[config.mk]
export PLATFORM = sky130hd
export DESIGN_NAME = ret_stack
export DESIGN_NICKNAME = d
export VERILOG_FILES = /design/src/rtl/rstk_pkg.sv /design/src/rtl/rstk_ptr.sv /design/src/rtl/rstk_store.sv /design/src/rtl/ret_stack.sv
export SDC_FILE = /design/constraint.sdc
export NUM_CORES = 1
export LEC_CHECK = 0
export BUFFER_PORTS_ARGS = -buffer_cell sky130_fd_sc_hd__clkbuf_2
export CORE_ASPECT_RATIO = 1.75
export CORE_MARGIN = 3
export CORE_UTILIZATION = 25
export DETAILED_ROUTE_END_ITERATION = 16
export PLACE_DENSITY = 0.43
export SYNTH_ARGS = -nofsm -noshare
export SYNTH_HDL_FRONTEND = slang
export SYNTH_SLANG_ARGS = --single-unit
[constraint.sdc]
create_clock -name clk -period 3.3 [get_ports clk]
set_input_delay 0.33 -clock clk [delete_from_list [all_inputs] [get_ports clk]]
set_output_delay 0.33 -clock clk [all_outputs]
set_load 0.02 [all_outputs]
[src/rtl/rstk_pkg.sv]
// Package rstk_pkg
// Holds the operation encoding shared by the return-stack modules.
// Assumes the two strobes are the only source of stack operations.
package rstk_pkg;

    typedef enum logic [1:0] {
        OP_IDLE = 2'b00,
        OP_POP  = 2'b01,
        OP_PUSH = 2'b10,
        OP_SWAP = 2'b11
    } stk_op_e;

    // Map the push/pop strobe pair to an operation
    function automatic stk_op_e decode_op(input logic push, input logic pop);
        stk_op_e op;
        case ({push, pop})
            2'b01:   op = OP_POP;
            2'b10:   op = OP_PUSH;
            2'b11:   op = OP_SWAP;
            default: op = OP_IDLE;
        endcase
        return op;
    endfunction

endpackage

[src/rtl/rstk_ptr.sv]
// Module rstk_ptr
// Keeps the hidden stack pointer, which wraps modulo DEPTH in both directions.
// It gives the slot to write and the slot that a pop reads.
// Assumes DEPTH >= 2. The pointer always names the next free slot.
module rstk_ptr
    import rstk_pkg::*;
#(
    parameter int DEPTH = 8,
    localparam int PTR_W = (DEPTH > 1) ? $clog2(DEPTH) : 1
) (
    input  logic             clk,
    input  logic             rst_n,
    input  stk_op_e          op,
    output logic [PTR_W-1:0] wr_idx,
    output logic [PTR_W-1:0] rd_idx
);

    localparam logic [PTR_W-1:0] LAST = PTR_W'(DEPTH - 1);

    logic [PTR_W-1:0] ptr_q;
    logic [PTR_W-1:0] ptr_dn;
    logic [PTR_W-1:0] ptr_up;

    // Neighbour slots of the pointer, with explicit wrap
    always_comb begin
        ptr_dn = (ptr_q == '0)   ? LAST : ptr_q - 1'b1;
        ptr_up = (ptr_q == LAST) ? '0   : ptr_q + 1'b1;
    end

    // Pop reads below the pointer; a combined op writes the slot it pops
    always_comb begin
        rd_idx = ptr_dn;
        wr_idx = (op == OP_SWAP) ? ptr_dn : ptr_q;
    end

    // Pointer register: up on push, down on pop, held otherwise
    always_ff @(posedge clk) begin
        if (!rst_n) begin
            ptr_q <= '0;
        end else begin
            case (op)
                OP_PUSH: ptr_q <= ptr_up;
                OP_POP:  ptr_q <= ptr_dn;
                default: ptr_q <= ptr_q;
            endcase
        end
    end

endmodule

[src/rtl/rstk_store.sv]
// Module rstk_store
// DEPTH x WIDTH register file with one write port and one asynchronous read port.
// Entries have no reset. A read in the cycle of a write to the same slot
// returns the old contents.
module rstk_store #(
    parameter int DEPTH = 8,
    parameter int WIDTH = 13,
    localparam int PTR_W = (DEPTH > 1) ? $clog2(DEPTH) : 1
) (
    input  logic             clk,
    input  logic             we,
    input  logic [PTR_W-1:0] wr_idx,
    input  logic [WIDTH-1:0] wr_data,
    input  logic [PTR_W-1:0] rd_idx,
    output logic [WIDTH-1:0] rd_data
);

    logic [WIDTH-1:0] slot_q [DEPTH];

    for (genvar g = 0; g < DEPTH; g++) begin : g_slot
        // Load this slot when it is the write target
        always_ff @(posedge clk) begin
            if (we && (wr_idx == PTR_W'(g))) begin
                slot_q[g] <= wr_data;
            end
        end
    end

    // Asynchronous read of the addressed slot
    always_comb begin
        rd_data = slot_q[rd_idx];
    end

endmodule

[src/rtl/ret_stack.sv]
// Module ret_stack
// Circular return-address stack: push on a call or interrupt, pop on a return.
// There are no overflow or underflow flags and the pointer is not visible.
// Assumes the core drives the strobes for one cycle per operation.
module ret_stack
    import rstk_pkg::*;
#(
    parameter int DEPTH  = 8,
    parameter int ADDR_W = 13,
    localparam int PTR_W = (DEPTH > 1) ? $clog2(DEPTH) : 1
) (
    input  logic              clk,
    input  logic              rst_n,
    input  logic              push_i,
    input  logic [ADDR_W-1:0] push_pc_i,
    input  logic              pop_i,
    output logic [ADDR_W-1:0] pop_pc_o
);

    stk_op_e          op;
    logic [PTR_W-1:0] wr_idx;
    logic [PTR_W-1:0] rd_idx;
    logic             wr_en;

    // Classify this cycle's strobes
    always_comb begin
        op    = decode_op(push_i, pop_i);
        wr_en = (op == OP_PUSH) || (op == OP_SWAP);
    end

    rstk_ptr #(.DEPTH(DEPTH)) u_ptr (
        .clk    (clk),
        .rst_n  (rst_n),
        .op     (op),
        .wr_idx (wr_idx),
        .rd_idx (rd_idx)
    );

    rstk_store #(.DEPTH(DEPTH), .WIDTH(ADDR_W)) u_store (
        .clk     (clk),
        .we      (wr_en),
        .wr_idx  (wr_idx),
        .wr_data (push_pc_i),
        .rd_idx  (rd_idx),
        .rd_data (pop_pc_o)
    );

endmodule

==> results of run 1 <==
==> layout make-up <==
cell class	instances	area (um2)
fill	1779	12700
sequential	107	3180
multi-input combinational	166	1330
timing repair buffer	53	325
tap	234	293
clock buffer	9	225
clock inverter	7	80.1
inverter	7	26.3
==> layer usage <==
layer	wire length (um)	part of all wire, %
met3	290	2.5
met4	282	2.4
met2	6450	55
met5	0	0
met1	4640	40
==> worst min-delay path by stage <==
stage / to / slack [ns] / cells after the start
5_1_grt: u_ptr.ptr_q[2] / 0.25 / 3
6_report: u_ptr.ptr_q[0] / 0.25 / 3
2_1_floorplan: u_store.slot_q[0][0] / 0.43 / 0
3_3_place_gp: u_ptr.ptr_q[1] / 0.50 / 2
4_1_cts: u_ptr.ptr_q[2] / 0.24 / 3
3_5_place_dp: u_ptr.ptr_q[1] / 0.51 / 2
==> state kept, by name (all words and copies together), names as in the netlist <==
name,cells
u_store.slot_q,104
u_ptr.ptr_q,3
==> through the flow <==
stage	cells	hold WS, ns	total power [mW]	worst slack [ns]
2_1_floorplan	304	0.429	2.07	0.406
3_5_place_dp	567	0.514	2.34	0.636
4_1_cts	583	0.237	3.45	0.246
6_report	583	0.247	3.39	0.256
5_1_grt	583	0.252	3.56	0.0259
3_3_place_gp	567	0.503	2.33	0.764
==> power breakdown <==
| part | internal [mW] | switching (mW) |
|---|---|---|
| Clock | 0.601 | 0.497 |
| Sequential | 1.55 | 0.0180 |
| Combinational | 0.255 | 0.475 |
==> cells in the final DEF, fill, tap and decap left out, types with 2 or more instances in the layout <==
| cell type | n |
|---|---|
| inv_6 | 3 |
| o32ai_1 | 12 |
| a31oi_1 | 3 |
| mux2i_1 | 3 |
| mux2_2 | 25 |
| a221oi_1 | 25 |
| edfxtp_1 | 104 |
| a21oi_1 | 3 |
| nand2_1 | 3 |
| clkbuf_16 | 9 |
| a211oi_1 | 24 |
| o21ai_0 | 5 |
| nor3_1 | 2 |
| buf_4 | 24 |
| nor2_1 | 10 |
| ha_1 | 7 |
| and3_1 | 24 |
| inv_1 | 7 |
| dfxtp_1 | 2 |
| clkbuf_2 | 29 |
| o21a_1 | 3 |
==> cell usage after synthesis <==
cell       instances
edfxtp_1         104
buf_4              5
o22ai_1            1
nor3_2             1
and3_1            24
a211o_1            1
mux2i_1            3
o32ai_1           12
dfxtp_1            3
a221oi_1          25
nand3_1            1
clkbuf_2           1
o21a_1             3
nand2b_1           1
a21oi_1            3
a41oi_1            1
nor2_1            11
buf_2              9
o31a_1             1
a21boi_1           1
a211oi_1          24
mux2_2            25
o2bb2ai_1          1
nor3_1             2
a221o_1            1
ha_1               7
nand2_1            3
nor2b_1            2
a21o_1             1
o21ai_0            5
a31oi_1            3
inv_1              7
a21oi_2            1
nand2b_2           1
clkbuf_1           9
nor4b_1            1
==> worst max-delay path: stages (launching register included) <==
cell,delay (ns)
dfxtp_1,0.39
inv_1,0.12
ha_1,0.26
nor3_2,0.23
a21o_1,0.45
buf_4,0.30
a211oi_1,0.08
o32ai_1,0.31
clkbuf_2,0.23
==> logic make-up (layout without fill, tap and decap cells) <==
family / after synthesis / after routing / share of synthesized area (%)
AND/OR/NAND/NOR: 47 / 47 / 5.67
adder cells (fa/ha/maj): 7 / 7 / 1.88
multiplexers: 28 / 28 / 6.69
buffers and inverters: 31 / 76 / 3.17
AO/OA/AOI/OAI: 84 / 84 / 14.2
flip-flops: 107 / 107 / 68.4
==> flow_summary.ini, run 1 <==
[global_route]
grt_pass1_wl_mm = 17.9
grt-busiest-layer = met2
grt_pass1_vias = 3030
grt_use_met3_pct = 1.73
grt_start_max_net_pins = 61
grt_util_met2_pct = 21.5
grt.total_usage_pct = 12.0
gr-total-overflow = 0
grt_antenna_before_repair = 0
use_met1_pct = 13.8

[yosys]
syn_area_um2 = 4650
synth_seq_cells = 107
synth.avg_cell_area_um2 = 15.3
synthesis.instances = 304
yosys.cell_types.count = 36
ys_seq_area_share_pct = 68.4
synth_nets = 328
ys_warn_count = 0
synth_area_leaders = edfxtp_1, mux2_2, a221oi_1
yosysTopAreaCell = edfxtp_1
synth_top_area_share_pct = 67.1

[timing]
final.period_utilization_pct = 92.2
finClkSkew_ns = 0.0101
setup_viol = 0
rsz0062_at_grt = no
fmax_mhz = 329
tightest_slew_ns = 0.718
fin_tns_setup_ns = 0
layout_min_cycle_time_ns = 3.04
hold_viol_final = 0
drv_slew = 0
slew_headroom_pct = 52.1

[routing]
drc_errors = 0
antenna_left = 0
via_count = 2886
vias_per_cell = 4.95
drt_iter0_drc = 152
dr.pass1.iters = 4
wirelength_mm = 11.7
wl_per_cell_um = 20.0

[placed_design]
placed_cell_area_um2 = 5160
dp_hpwl_mm = 7.59
gp_congestion = 0.756
io_buffers = 29

[finish]
syn_to_final_growth_pct = 17.4
stdcell_area_um2 = 5460
n_antenna_cell = 0
post-route-util_pct = 30.1
drive_above_1_share_pct = 28.7
num-nets-final = 368

[critical_path]
cp-startpoint = u_ptr.ptr_q[1]
worstSetupPathType = reg -> out
crit_fanout = 14
start_kind = flip-flop
required_ns = 2.97
endpoint = pop_pc_o[7]
end_kind = primary output
r2r_slack_ns = 0.76
r2r_cells = 6
r2r_start = u_ptr.ptr_q[1]
timing.rr.end = u_store.slot_q[2][10]
arrival_ns = 2.71

[worst_hold_path]
worstHoldPathType = in -> reg
min_from = rst_n

[floorplanning]
num_rows = 65
io-pin-count = 30
initial_core_util_pct = 25.7
die_w_um = 109
core_um2 = 18100
die-area_um2 = 20400
die_height_um = 187

[power]
power_per_cell_area_nw_per_um2 = 621
leakage_nw = 1.85
ir_drop_v = 0.000304

[clock_network]
cts_resized = 0
cts.sinks = 107
clk_pin_slew_worst_paths_ns = 0.07
cts.path.max_buffers = 2
cts_root_buffer = clkbuf_16
cts_hold_buf = 0
cts_tree = done
numCtsBuffers = 9
clk_latency_ns = 0.34
cts_max_level = 3
cts_setup_buffers = 0

[run]
maxCapViolations = 0

[run_status]
status = completed
(Power assumes the default switching activity.)
==> run 2, diff against run 1 <==
Clock period 3.3 ns to 3.1 ns, I/O delays scaled along.
==> flow_summary.ini, run 2 (synthesized netlist as in run 1, its figures left out) <==
[routing]
vias_per_cell = 5.00
antenna_left = 0
via_count = 2922
wl_per_cell_um = 19.6
wirelength_mm = 11.4
dr.pass1.iters = 4
drc_errors = 0
drt_iter0_drc = 146

[timing]
finClkSkew_ns = 0.00530
hold_slack_ns = 0.215
rsz0062_at_grt = no
hold_viol_final = 0
fmax_mhz = 335
tightest_slew_ns = 0.685
setup_slack_ns = 0.112
setup_viol = 0
drv_slew = 0
slew_headroom_pct = 54.3
layout_min_cycle_time_ns = 2.99
final.period_utilization_pct = 96.4
fin_tns_setup_ns = 0

[finish]
post-route-util_pct = 30.0
regArea_um2 = 3180
stdcell_area_um2 = 5440
fill_cells = 1781
n_antenna_cell = 0
multi_input_area_um2 = 1330
num-nets-final = 369
drive_above_1_share_pct = 28.3
regMostFlops = u_store.slot_q
largest_reg_flops = 104
syn_to_final_growth_pct = 16.8
reg_top3 = u_store.slot_q x104, u_ptr.ptr_q x3
final_cell_mix = edfxtp_1, clkbuf_2, mux2_2, a221oi_1, buf_4
final_common_cell = edfxtp_1

[floorplanning]
core_um2 = 18100
io-pin-count = 30
die-area_um2 = 20400
die_w_um = 109
num_rows = 65
die_height_um = 187
initial_core_util_pct = 25.7

[placed_design]
gp_congestion = 0.787
io_buffers = 29
dp_hpwl_mm = 7.45
placed_cell_area_um2 = 5160
place_ws_ns = 0.535

[clock_network]
cts_resized = 0
clk_latency_ns = 0.35
cts_hold_buf = 0
cts_setup_buffers = 0
cts_tree = done
cts.sinks = 107
cts_root_buffer = clkbuf_16
numCtsBuffers = 9
clk_pin_slew_worst_paths_ns = 0.07
cts_max_level = 3
cts.path.max_buffers = 2

[power]
leakage_nw = 1.84
power_frac_seq_pct = 47.6
comb_power_share_pct = 22.2
intPower_mw = 2.46
swShare_pct = 29.6
clkPwrFrac_pct = 30.1
ir_drop_v = 0.000229
power_per_cell_area_nw_per_um2 = 644
switchingPower_mw = 1.04

[run]
maxCapViolations = 0

[critical_path]
crit_fanout = 10
start_kind = flip-flop
worstSetupPathType = reg -> out
end_kind = primary output
required_ns = 2.79
arrival_ns = 2.68

[global_route]
grt_use_met3_pct = 2.15
gr-total-overflow = 0
grt_pass1_vias = 2983
use_met1_pct = 13.0
grt_util_met2_pct = 20.2
grt_pass1_wl_mm = 17.3
grt-busiest-layer = met2
grt_start_max_net_pins = 61
grt.total_usage_pct = 11.7
grt_antenna_before_repair = 0

[worst_hold_path]
worstHoldPathType = in -> reg

[run_status]
status = completed
## run 2: layout make-up
cell class | instances | area share [%]
clock buffer | 10 | 4.21
tap | 234 | 5.39
clock inverter | 6 | 0.760
timing repair buffer | 54 | 6.12
inverter | 7 | 0.483
multi-input combinational | 166 | 24.4
sequential | 107 | 58.6
## run 2: worst max-delay path, cell delays in order, from the launching register on
cell	delay, ns
dfxtp_2	0.32
inv_1	0.09
buf_4	0.19
ha_1	0.27
nor3_2	0.09
a21oi_2	0.36
buf_4	0.27
a211oi_1	0.07
o32ai_1	0.42
clkbuf_2	0.25
## run 2: power groups by stage
| stage | Clock [mW] | Combinational, mW | Sequential (mW) |
|---|---|---|---|
| after floorplan | 0 | 0.512 | 1.69 |
| after global placement | 0 | 0.776 | 1.70 |
| after detailed placement | 0 | 0.789 | 1.70 |
| after CTS | 1.09 | 0.791 | 1.67 |
| after global routing | 1.14 | 0.840 | 1.67 |
| final | 1.05 | 0.778 | 1.67 |
## run 2: path summary, 6_finish.rpt
check,from,endpoint,slack (ns),depth (start not counted)
max,u_ptr.ptr_q[0],pop_pc_o[4],0.11,9
max reg2reg,u_ptr.ptr_q[0],u_store.slot_q[4][5],0.58,9
min,rst_n,u_ptr.ptr_q[0],0.21,3
min reg2reg,u_ptr.ptr_q[1],u_ptr.ptr_q[1],0.53,2
## run 2: metal layers
layer / share of wire [%] / wire [um] / up-vias
li1: - / - / 1340
met1: 37 / 4290 / 1482
met2: 54 / 6230 / 74
met3: 4.2 / 476 / 26
met4: 3.9 / 449 / 0
met5: 0 / 0 / -
## run 2: per-stage QoR
stage / std cells / power (mW)
finish: 584 / 3.50
global route: 584 / 3.65
CTS: 584 / 3.55
detailed placement: 568 / 2.49
global placement: 568 / 2.47
floorplan: 304 / 2.20
==> run 3, diff against run 2 <==
==> constraint.sdc (replaced) <==
create_clock -name clk -period 3.1 [get_ports clk]
set_input_delay 0.155 -clock clk [delete_from_list [all_inputs] [get_ports clk]]
set_output_delay 0.155 -clock clk [all_outputs]
set_load 0.02 [all_outputs]
==> flow_summary.ini, run 3 (synthesized netlist as in run 1, its figures left out) <==
[clock_network]
clk_pin_slew_worst_paths_ns = 0.07
cts_root_buffer = clkbuf_16
clk_latency_ns = 0.35
cts_max_level = 3
numCtsBuffers = 9
cts_tree = done
cts_hold_buf = 0
cts_setup_buffers = 0
cts.sinks = 107
cts.path.max_buffers = 2
cts_resized = 0

[critical_path]
r2r_slack_ns = 0.84
critPathSlowestCell = o32ai_1
end_kind = primary output
worstSetupPathType = reg -> out
start_kind = flip-flop
arrival_ns = 2.52
r2r_start = u_ptr.ptr_q[1]
crit_chain = inv_1 > ha_1 > nor3_2 > a21o_1 > buf_4 > a211oi_1 > o32ai_1 > clkbuf_2
r2r_cells = 8
crit_fanout = 24
timing.rr.end = u_store.slot_q[0][4]
required_ns = 2.94
cp_slowest_stage_delay_ns = 0.42

[power]
finalPower_mw = 3.53
power_per_cell_area_nw_per_um2 = 653
leakage_nw = 1.81
ir_drop_v = 0.000205

[timing]
slew_headroom_pct = 53.7
finClkSkew_ns = 0.00492
hold_slack_ns = 0.0754
rsz0062_at_grt = no
layout_min_cycle_time_ns = 2.68
fmax_mhz = 373
tightest_slew_ns = 0.695
drv_slew = 0
final.period_utilization_pct = 86.4
setup_viol = 0
setup_slack_ns = 0.421
hold_viol_final = 0
fin_tns_setup_ns = 0

[finish]
n_antenna_cell = 0
num-nets-final = 364
syn_to_final_growth_pct = 16.3
final_common_cell = edfxtp_1
layout.cells.non_filler = 579
stdcell_area_um2 = 5410
post-route-util_pct = 29.8
final_cell_mix = edfxtp_1, clkbuf_2, mux2_2, a221oi_1
reg_top3 = u_store.slot_q x104, u_ptr.ptr_q x3
regMostFlops = u_store.slot_q
drive_above_1_share_pct = 27.8
largest_reg_flops = 104

[floorplanning]
die_height_um = 187
initial_core_util_pct = 25.7
num_rows = 65
io-pin-count = 30
die_w_um = 109
core_um2 = 18100
die-area_um2 = 20400

[routing]
via_count = 2841
drc_errors = 0
dr.pass1.iters = 4
wl_per_cell_um = 19.7
drt_iter0_drc = 160
wirelength_mm = 11.4
vias_per_cell = 4.91
antenna_left = 0

[global_route]
grt_antenna_before_repair = 0
grt-busiest-layer = met2
grt_pass1_wl_mm = 17.3
grt_util_met2_pct = 20.9
grt_start_max_net_pins = 61
grt_pass1_vias = 3004
use_met1_pct = 12.8
grt.total_usage_pct = 11.6
gr-total-overflow = 0
grt_use_met3_pct = 1.83

[placed_design]
gp_congestion = 0.756
placed_cell_area_um2 = 5130
place_ws_ns = 0.803
io_buffers = 29
dp.cells = 563
dp_hpwl_mm = 7.18

[worst_hold_path]
min_from = rst_n
hold_path_depth = 3
worstHoldPathType = in -> reg
hold_end = u_ptr.ptr_q[2]

[run_status]
status = completed

[run]
maxCapViolations = 0
run 3: how the worst max path moves through the flow:
stage                         startpoint  slack (ns)                   end
after detailed placement  u_ptr.ptr_q[1]        0.80           pop_pc_o[7]
after CTS                 u_ptr.ptr_q[1]        0.41           pop_pc_o[7]
after floorplan           u_ptr.ptr_q[0]        0.21  u_store.slot_q[4][0]
final                     u_ptr.ptr_q[1]        0.42           pop_pc_o[7]
after global placement    u_ptr.ptr_q[1]        0.87           pop_pc_o[7]
after global routing      u_ptr.ptr_q[1]        0.27          pop_pc_o[10]
run 3: where the power goes:
part / switching [mW] / total (mW) / internal [mW]
registers: 0.0186 / 1.67 / 1.65
clock network: 0.531 / 1.09 / 0.556
logic: 0.513 / 0.780 / 0.267
total: 1.06 / 3.53 / 2.47
run 3: worst max-delay path: cells and delay by family (launching register included):
kind                     cells  cell delay [ns]
flip-flops                   1             0.40
buffers and inverters        3             0.65
AND/OR/NAND/NOR              1             0.23
AO/OA/AOI/OAI                3             0.62
adder cells (fa/ha/maj)      1             0.26
run 3: area by class of cell:
type / count / area [um2]
clock buffers: 9 / 225
clock inverters: 7 / 60.1
fillers: 1802 / 12700
inverters: 7 / 26.3
multi-input cells: 166 / 1330
flip-flops and latches: 107 / 3180
well taps: 234 / 293
repair buffers: 49 / 295
run 3: layer usage:
metal | routed length [um] | vias up
met3 | 221 | 22
li1 | - | 1323
met2 | 6420 | 49
met1 | 4470 | 1447
met4 | 310 | 0
met5 | 0 | -
